## src/rtl/dbdma_pkg.sv

```systemverilog
package dbdma_pkg;

    typedef enum logic [2:0] {
        OP_PROG   = 3'd0,
        OP_ENABLE = 3'd1,
        OP_STOP   = 3'd2,
        OP_FAIL   = 3'd3,
        OP_MISS   = 3'd4
    } dma_op_t;

    typedef enum logic [1:0] {
        CH_IDLE   = 2'd0,
        CH_BUSY   = 2'd1,
        CH_QUEUED = 2'd2
    } ch_state_t;

    typedef enum logic {
        SCH_WAIT  = 1'b0,
        SCH_SERVE = 1'b1
    } sch_state_t;

    localparam int STAT_W        = 32;
    localparam int STAT_RUN_BIT  = 31;
    localparam int STAT_PEND_BIT = 30;

endpackage

```

## src/rtl/dbdma_sched.sv

```systemverilog
module dbdma_sched
    import dbdma_pkg::*;
#(
    parameter int NCH = 4,
    localparam int CHW = (NCH > 1) ? $clog2(NCH) : 1
) (
    input  logic           clk,
    input  logic           rst_n,
    input  logic           tick,
    input  logic           hold,
    output logic           visit,
    output logic [CHW-1:0] cur
);

    sch_state_t state_q, state_d;
    logic [CHW-1:0] ptr_q;

    always_ff @(posedge clk) begin
        if (!rst_n) state_q <= SCH_WAIT;
        else        state_q <= state_d;
    end

    always_comb begin
        state_d = state_q;
        unique case (state_q)
            SCH_WAIT:  if (tick)  state_d = SCH_SERVE;
            SCH_SERVE: if (!hold) state_d = SCH_WAIT;
        endcase
    end

    always_comb begin
        visit = (state_q == SCH_SERVE) && !hold;
        cur   = ptr_q;
    end

    always_ff @(posedge clk) begin
        if (!rst_n)
            ptr_q <= '0;
        else if (visit)
            ptr_q <= (ptr_q == CHW'(NCH - 1)) ? '0 : ptr_q + 1'b1;
    end

    // a serve always returns the scheduler to waiting for the next tick
    a_r5_one_serve_per_tick: assert property (@(posedge clk) disable iff (!rst_n)
        visit |=> (state_q == SCH_WAIT));

    // a hold keeps the pointer in place
    a_r12_hold_keeps_ptr: assert property (@(posedge clk) disable iff (!rst_n)
        (state_q == SCH_SERVE && hold) |=> $stable(ptr_q));

endmodule

```

## src/rtl/dbdma_chan.sv

```systemverilog
module dbdma_chan
    import dbdma_pkg::*;
#(
    parameter int AW         = 32,
    parameter int CW         = 13,
    parameter int BURST      = 2048,
    parameter int MISS_LIMIT = 1,
    localparam int MW = $clog2(MISS_LIMIT + 1)
) (
    input  logic          clk,
    input  logic          rst_n,
    input  logic          prog_we,
    input  logic          en,
    input  logic          stop,
    input  logic          fail_set,
    input  logic          miss_set,
    input  logic [AW-1:0] w_src,
    input  logic [AW-1:0] w_dst,
    input  logic [CW-1:0] w_cnt,
    input  logic          visit,
    output logic          run,
    output logic          pend,
    output logic [AW-1:0] act_src,
    output logic [AW-1:0] act_dst,
    output logic [CW-1:0] act_cnt,
    output logic          bst_fire,
    output logic [CW-1:0] bst_len,
    output logic          done_pulse,
    output logic          err_pulse
);

    localparam logic [CW-1:0] BURST_C = CW'(BURST);

    ch_state_t state_q, state_d;

    logic [AW-1:0] prg_src, prg_dst;
    logic [CW-1:0] prg_cnt;
    logic          fail_armed;
    logic [MW-1:0] miss_cnt;
    logic          at_end, fault, cmpl;

    // Per-visit decisions
    always_comb begin
        run        = (state_q != CH_IDLE);
        pend       = (state_q == CH_QUEUED);
        at_end     = (act_cnt == '0);
        fault      = visit && run && fail_armed;
        cmpl       = visit && run && !fail_armed && at_end;
        bst_fire   = visit && run && !fail_armed && !at_end;
        bst_len    = (act_cnt > BURST_C) ? BURST_C : act_cnt;
        done_pulse = cmpl && (miss_cnt == '0);
        err_pulse  = fault;
    end

    // Channel state register
    always_ff @(posedge clk) begin
        if (!rst_n) state_q <= CH_IDLE;
        else        state_q <= state_d;
    end

    // Channel transitions
    always_comb begin
        state_d = state_q;
        unique case (state_q)
            CH_IDLE: begin
                if (en) state_d = CH_BUSY;
            end
            CH_BUSY: begin
                if (stop)       state_d = CH_IDLE;
                else if (en)    state_d = CH_QUEUED;
                else if (fault) state_d = CH_IDLE;
                else if (cmpl)  state_d = CH_IDLE;
            end
            CH_QUEUED: begin
                if (stop)       state_d = CH_IDLE;
                else if (fault) state_d = CH_IDLE;
                else if (cmpl)  state_d = CH_BUSY;
            end
            default: state_d = CH_IDLE;
        endcase
    end

    // Programmed (shadow) set
    always_ff @(posedge clk) begin
        if (!rst_n) begin
            prg_src <= '0;
            prg_dst <= '0;
            prg_cnt <= '0;
        end else if (prog_we) begin
            prg_src <= w_src;
            prg_dst <= w_dst;
            prg_cnt <= w_cnt;
        end
    end

    // Active set: load on start, advance on burst, promote on queued completion
    always_ff @(posedge clk) begin
        if (!rst_n) begin
            act_src <= '0;
            act_dst <= '0;
            act_cnt <= '0;
        end else if (state_q == CH_IDLE && en) begin
            act_src <= prg_src;
            act_dst <= prg_dst;
            act_cnt <= prg_cnt;
        end else if (bst_fire) begin
            act_src <= act_src + AW'(bst_len);
            act_dst <= act_dst + AW'(bst_len);
            act_cnt <= act_cnt - bst_len;
        end else if (cmpl && state_q == CH_QUEUED) begin
            act_src <= prg_src;
            act_dst <= prg_dst;
            act_cnt <= prg_cnt;
        end
    end

    // Fault injection and interrupt suppression
    always_ff @(posedge clk) begin
        if (!rst_n) begin
            fail_armed <= 1'b0;
            miss_cnt   <= '0;
        end else begin
            if (fail_set)   fail_armed <= 1'b1;
            else if (fault) fail_armed <= 1'b0;
            if (miss_set)                      miss_cnt <= MW'(MISS_LIMIT);
            else if (cmpl && miss_cnt != '0)   miss_cnt <= miss_cnt - 1'b1;
        end
    end

    // enabling a running channel leaves the active set alone
    a_r3_active_kept: assert property (@(posedge clk) disable iff (!rst_n)
        (en && run) |=> ($stable(act_src) && $stable(act_cnt)));

    // a burst is never empty and never above the burst limit
    a_r4_burst_bound: assert property (@(posedge clk) disable iff (!rst_n)
        bst_fire |-> (bst_len != '0 && bst_len <= BURST_C));

    // a completion with a queued set keeps the channel running
    a_r6_promote_runs: assert property (@(posedge clk) disable iff (!rst_n)
        (visit && pend && at_end && !fail_armed) |=> (run && !pend));

    // a completion with nothing queued stops the channel
    a_r7_end_stops: assert property (@(posedge clk) disable iff (!rst_n)
        (visit && run && !pend && at_end && !fail_armed) |=> !run);

    // stop clears both flags
    a_r10_stop_clears: assert property (@(posedge clk) disable iff (!rst_n)
        stop |=> (!run && !pend));

    // a fault moves no data
    a_r11_fault_no_move: assert property (@(posedge clk) disable iff (!rst_n)
        fault |=> ($stable(act_cnt) && !run));

    // a serve and a command never reach the channel together
    a_r12_no_collision: assert property (@(posedge clk) disable iff (!rst_n)
        visit |-> !(prog_we || en || stop || fail_set || miss_set));

endmodule

```

## src/rtl/dbdma_top.sv

```systemverilog
module dbdma_top
    import dbdma_pkg::*;
#(
    parameter int NCH        = 4,
    parameter int AW         = 32,
    parameter int CW         = 13,
    parameter int BURST      = 2048,
    parameter int MISS_LIMIT = 1,
    localparam int CHW = (NCH > 1) ? $clog2(NCH) : 1
) (
    input  logic              clk,
    input  logic              rst_n,
    input  logic              tick,
    input  logic              cmd_valid,
    input  logic [2:0]        cmd_op,
    input  logic [CHW-1:0]    cmd_chan,
    input  logic [AW-1:0]     cmd_src,
    input  logic [AW-1:0]     cmd_dst,
    input  logic [CW-1:0]     cmd_cnt,
    input  logic [NCH-1:0]    done_clr,
    input  logic [NCH-1:0]    err_clr,
    input  logic [CHW-1:0]    rd_chan,
    output logic [STAT_W-1:0] rd_status,
    output logic [AW-1:0]     rd_src,
    output logic [AW-1:0]     rd_dst,
    output logic [CW-1:0]     rd_cnt,
    output logic [NCH-1:0]    done_vec,
    output logic [NCH-1:0]    err_vec,
    output logic              miss_err,
    output logic              bst_valid,
    output logic [CHW-1:0]    bst_chan,
    output logic [AW-1:0]     bst_src,
    output logic [AW-1:0]     bst_dst,
    output logic [CW-1:0]     bst_len
);

    logic           visit;
    logic [CHW-1:0] cur;
    logic           hold;

    logic [NCH-1:0] ch_run, ch_pend, ch_fire, ch_done, ch_err;
    logic [AW-1:0]  ch_src [NCH];
    logic [AW-1:0]  ch_dst [NCH];
    logic [CW-1:0]  ch_cnt [NCH];
    logic [CW-1:0]  ch_len [NCH];

    logic miss_req, miss_ok;

    always_comb begin
        hold     = cmd_valid && (cmd_chan == cur);
        miss_req = cmd_valid && (cmd_op == OP_MISS);
        miss_ok  = (cmd_cnt == CW'(MISS_LIMIT)) && !ch_run[cmd_chan];
    end

    dbdma_sched #(.NCH(NCH)) u_sched (
        .clk   (clk),
        .rst_n (rst_n),
        .tick  (tick),
        .hold  (hold),
        .visit (visit),
        .cur   (cur)
    );

    for (genvar i = 0; i < NCH; i++) begin : g_ch
        logic hit;
        assign hit = cmd_valid && (cmd_chan == CHW'(i));

        dbdma_chan #(
            .AW(AW), .CW(CW), .BURST(BURST), .MISS_LIMIT(MISS_LIMIT)
        ) u_chan (
            .clk        (clk),
            .rst_n      (rst_n),
            .prog_we    (hit && cmd_op == OP_PROG),
            .en         (hit && cmd_op == OP_ENABLE),
            .stop       (hit && cmd_op == OP_STOP),
            .fail_set   (hit && cmd_op == OP_FAIL),
            .miss_set   (hit && cmd_op == OP_MISS && miss_ok),
            .w_src      (cmd_src),
            .w_dst      (cmd_dst),
            .w_cnt      (cmd_cnt),
            .visit      (visit && cur == CHW'(i)),
            .run        (ch_run[i]),
            .pend       (ch_pend[i]),
            .act_src    (ch_src[i]),
            .act_dst    (ch_dst[i]),
            .act_cnt    (ch_cnt[i]),
            .bst_fire   (ch_fire[i]),
            .bst_len    (ch_len[i]),
            .done_pulse (ch_done[i]),
            .err_pulse  (ch_err[i])
        );
    end

    // Read port
    always_comb begin
        rd_status                = '0;
        rd_status[STAT_RUN_BIT]  = ch_run[rd_chan];
        rd_status[STAT_PEND_BIT] = ch_pend[rd_chan];
        rd_src                   = ch_src[rd_chan];
        rd_dst                   = ch_dst[rd_chan];
        rd_cnt                   = ch_cnt[rd_chan];
    end

    // Sticky vectors, burst announcement and miss refusal
    always_ff @(posedge clk) begin
        if (!rst_n) begin
            done_vec  <= '0;
            err_vec   <= '0;
            miss_err  <= 1'b0;
            bst_valid <= 1'b0;
            bst_chan  <= '0;
            bst_src   <= '0;
            bst_dst   <= '0;
            bst_len   <= '0;
        end else begin
            done_vec  <= (done_vec & ~done_clr) | ch_done;
            err_vec   <= (err_vec & ~err_clr) | ch_err;
            miss_err  <= miss_req && !miss_ok;
            bst_valid <= ch_fire[cur];
            if (ch_fire[cur]) begin
                bst_chan <= cur;
                bst_src  <= ch_src[cur];
                bst_dst  <= ch_dst[cur];
                bst_len  <= ch_len[cur];
            end
        end
    end

    // a completion bit survives until its clear bit is seen
    a_r8_done_sticky: assert property (@(posedge clk) disable iff (!rst_n)
        ((done_vec & ~done_clr) != '0) |=>
            ((done_vec & $past(done_vec & ~done_clr)) == $past(done_vec & ~done_clr)));

    // a suppression request against a running channel is always refused
    a_r9_refuse_running: assert property (@(posedge clk) disable iff (!rst_n)
        (cmd_valid && cmd_op == OP_MISS && ch_run[cmd_chan]) |=> miss_err);

    // at most one channel is served per cycle
    a_r5_single_burst: assert property (@(posedge clk) disable iff (!rst_n)
        $onehot0(ch_fire | ch_done | ch_err));

endmodule

```

## config.mk

```make
export PLATFORM = sky130hd
export DESIGN_NAME = dbdma_top
export DESIGN_NICKNAME = d
export VERILOG_FILES = /design/src/rtl/dbdma_pkg.sv /design/src/rtl/dbdma_sched.sv /design/src/rtl/dbdma_chan.sv /design/src/rtl/dbdma_top.sv
export SDC_FILE = /design/constraint.sdc
export NUM_CORES = 2
export LEC_CHECK = 0
export BUFFER_PORTS_ARGS = -buffer_cell sky130_fd_sc_hd__buf_2
export CAP_MARGIN = 5
export CORE_AREA = 5 5 311 313
export CTS_CLUSTER_DIAMETER = 30
export CTS_CLUSTER_SIZE = 28
export DETAILED_ROUTE_END_ITERATION = 8
export DIE_AREA = 0 0 316 318
export PLACE_DENSITY_LB_ADDON = 0.1
export SYNTH_ARGS = -nofsm -noshare
export SYNTH_HDL_FRONTEND = slang
export SYNTH_HIERARCHICAL = 1
export SYNTH_SLANG_ARGS = --single-unit
```

## constraint.sdc

```tcl
create_clock -name clk -period 4.1 [get_ports clk]
set_input_delay 0.205 -clock clk [delete_from_list [all_inputs] [get_ports clk]]
set_output_delay 0.205 -clock clk [all_outputs]
set_load 0.1 [all_outputs]
```

==> impl_metrics.env <==
export IMPL_outcome="finished clean"
export IMPL_path_clk_slew_ns=0.05
export IMPL_comb_power_share=0.040
export IMPL_synth_cells=4615
export IMPL_clock_sinks=724
export IMPL_root_buffer="clkbuf_16"
export IMPL_drt_iter0_markers=4608
export IMPL_p_clk_frac=0.662
export IMPL_power_internal_mw=18.3
export IMPL_drv_slew=0
export IMPL_fin_cells=6450
export IMPL_numPortBuffers=263
export IMPL_cp_top_family="simple AND/OR/NAND/NOR gates"
export IMPL_dpl_worst_slack_ns=0.360
export IMPL_drive_gt1_frac=0.190
export IMPL_start_util=0.445
export IMPL_cp_arrival_ns=4.49
export IMPL_routed_via_density=6.21
export IMPL_finalHoldViolCount=0
export IMPL_critPathSlowestCell="nor2_1"
export IMPL_fin_skew_ns=0.0314
export IMPL_synth_area_leader_cell="dfxtp_1"
export IMPL_yosysWarningCount=6
export IMPL_overflow=0
export IMPL_worst_setup_path_type="reg -> reg"
export IMPL_grt_use_met2=0.521
export IMPL_power_net_switching_mw=5.62
export IMPL_syn2layout_area_growth_pct=25.7
export IMPL_cp_buffers_inverters=0
export IMPL_seqCellArea_um2=14500
export IMPL_synth_edf_count=0
export IMPL_final_common_cell="dfxtp_1"
export IMPL_critical_path_max_fanout=10
export IMPL_grt_pass1_vias=37800
export IMPL_antenna_found_initial=13
export IMPL_placementRows=113
export IMPL_setup_violations=0
export IMPL_synth_area_leaders="dfxtp_1 35%, mux2i_1 10%, mux4_2 6.3%"
export IMPL_yosysTopAreaCellShare=0.347
export IMPL_seqPwrFrac=0.298
export IMPL_grt_use_total=0.348
export IMPL_coreArea_um2=94000
export IMPL_slew_headroom=0.156
export IMPL_grt_pass1_wl_um=261000
export IMPL_cts_buffers=187
export IMPL_setup_tns_ns=0
export IMPL_finalCritPeriodShare=0.936
export IMPL_switching_share=0.235
export IMPL_ys_async_sr_fraction=0
export IMPL_avgSynthCellArea_um2=9.06
export IMPL_worstPathRequired_ns=4.76
export IMPL_wirelength_um=182000
export IMPL_slowest_delay_ns=0.64
export IMPL_route_vias_total=40100
export IMPL_cp_end_kind="register"
export IMPL_die_height_um=318
export IMPL_synth_distinct_cells=113
export IMPL_start_kind="register"
export IMPL_finalPower_mw=23.9
export IMPL_synth_seq_area_share=0.347
export IMPL_place_congestion=0.987
export IMPL_rsz0062_at_grt="no"
export IMPL_grtUsageMet3=0.0740
export IMPL_multiInputGateArea_um2=25700
export IMPL_worst_slew_pin_slew_ns=1.26
export IMPL_n_fill_cell=8626
export IMPL_grt_busiest_layer="met2"
export IMPL_fin_crit_ns=3.84
export IMPL_grtUsageMet1=0.489
export IMPL_firstDrtPassIters=5
export IMPL_p_leak_nw=20.0
export IMPL_hold_path_class="in -> reg"
export IMPL_ir_worst_vdd_mv=0.418
export IMPL_power_density_nw_per_um2=455
export IMPL_dominantRegCellSynth="dfxtp_1"
export IMPL_fmaxAchievable_mhz=261
export IMPL_final_cell_mix="722 x dfxtp_1, 587 x nor2_1, 518 x nand2_1, 438 x mux2i_1, 260 x buf_2"
export IMPL_clk_latency_ns=0.78
export IMPL_fin_ws_ns=0.263
export IMPL_dp_cells=6003
export IMPL_cts_tree="built"
export IMPL_maxCapViolCount=0
export IMPL_cts_htree_levels=4
export IMPL_io_pin_count=294
export IMPL_wl_per_cell_um=28.2
export IMPL_cp_cell_sequence="nor2_1 -> and2_1 -> ha_1 -> fa_1 -> a21oi_1 -> o211ai_1 -> nand4_1 -> a21oi_2 -> a31oi_1 -> o31a_1"
export IMPL_grt_max_degree=86
export IMPL_fp_dieW_um=316
export IMPL_dpl_hpwl_um=132000
export IMPL_synthesis_area_um2=41800
export IMPL_synth_seq_cells=724
export IMPL_ant_nets=0
export IMPL_drcViolationCount=0
export IMPL_die_area_um2=100000
export IMPL_clockBufferDepth=3
export IMPL_final_nets=5230
-- logic make-up (layout without fill, tap and decap cells) --
family / after synthesis / count (layout) / synth area share
other cells: 9 / 52 / 0.000808
fa+ha+maj: 117 / 117 / 0.0364
simple gates: 1744 / 1744 / 0.196
xor+xnor: 123 / 123 / 0.0258
mux: 599 / 599 / 0.194
buf+inv: 390 / 917 / 0.0446
flops: 724 / 724 / 0.347
compound gates: 909 / 909 / 0.155
-- final timing paths --
path | startpoint | end | slack [ns] | cells after the start
hold reg to reg | g_ch[3].u_chan/prg_cnt[9] | g_ch[3].u_chan/act_cnt[9] | 0.45 | 2
setup reg to reg | g_ch[3].u_chan/act_cnt[12] | g_ch[3].u_chan/act_src[22] | 0.26 | 10
setup / recovery | g_ch[3].u_chan/act_cnt[12] | g_ch[3].u_chan/act_src[22] | 0.26 | 10
hold / removal | rst_n | g_ch[1].u_chan/state_q[0] | 0.02 | 2
-- cells in the mapped netlist, types with 42 or more instances --
master	n
o21ai_0	111
nor3_1	63
buf_1	42
dfxtp_1	724
and3_1	77
ha_1	109
clkbuf_1	152
a21o_1	58
buf_2	60
nand2_1	518
and2_1	60
a211oi_1	47
nor2_1	591
inv_1	52
a21oi_1	229
a311oi_1	107
nor2b_1	102
mux2i_1	438
mux4_2	117
xnor2_1	84
nand3_1	106
buf_4	51
-- flip-flops by register name (all words and copies together) (netlist names), 4 cells and up --
register	flops
bst_dst	32
bst_len	13
bst_src	32
done_vec	4
err_vec	4
g_ch.u_chan/act_cnt	52
g_ch.u_chan/act_dst	128
g_ch.u_chan/act_src	128
g_ch.u_chan/fail_armed	4
g_ch.u_chan/miss_cnt	4
g_ch.u_chan/prg_cnt	52
g_ch.u_chan/prg_dst	128
g_ch.u_chan/prg_src	128
g_ch.u_chan/state_q	8
-- per-layer routing --
layer  up-vias  share of wire
li1      17800              -
met1     19800           0.42
met2      2121           0.43
met3       389           0.10
met4         4          0.042
met5         -        0.00015
-- stage by stage --
step | util | area [µm²] | hold WS (ns)
6_report | 0.559 | 52600 | 0.0163
5_1_grt | 0.559 | 52500 | 0.0384
4_1_cts | 0.559 | 52500 | 0.0119
3_5_place_dp | 0.476 | 44800 | 0.446
3_3_place_gp | 0.476 | 44800 | 0.441
2_1_floorplan | - | 42000 | 0.333
-- timing repair --
item / CTS / global route
hold buffers: 90 / 0
gates resized for setup: 0 / 1
buffers inserted: 0 / 0
endpoints found under the setup margin: 0 / 1
hold endpoints to repair: 322 / 0
-- cell type report --
| cell class | count | share of cell area |
|---|---|---|
| diodes | 6 | 0.000286 |
| clock buffers | 227 | 0.0963 |
| clock inverters | 124 | 0.0340 |
| inverters | 62 | 0.00462 |
| multi-input cells | 3538 | 0.489 |
| flip-flops and latches | 724 | 0.276 |
| well taps | 1265 | 0.0301 |
| repair buffers | 504 | 0.0693 |
-- power groups by stage --
stage	Clock, mW	Sequential, mW	Combinational [mW]
2_1_floorplan	0	7.24	0.566
3_3_place_gp	0	7.25	0.877
3_5_place_dp	0	7.25	0.879
4_1_cts	15.9	7.12	0.949
5_1_grt	16.3	7.12	0.995
6_report	15.8	7.12	0.967
Power figures use the tool's default switching activity.
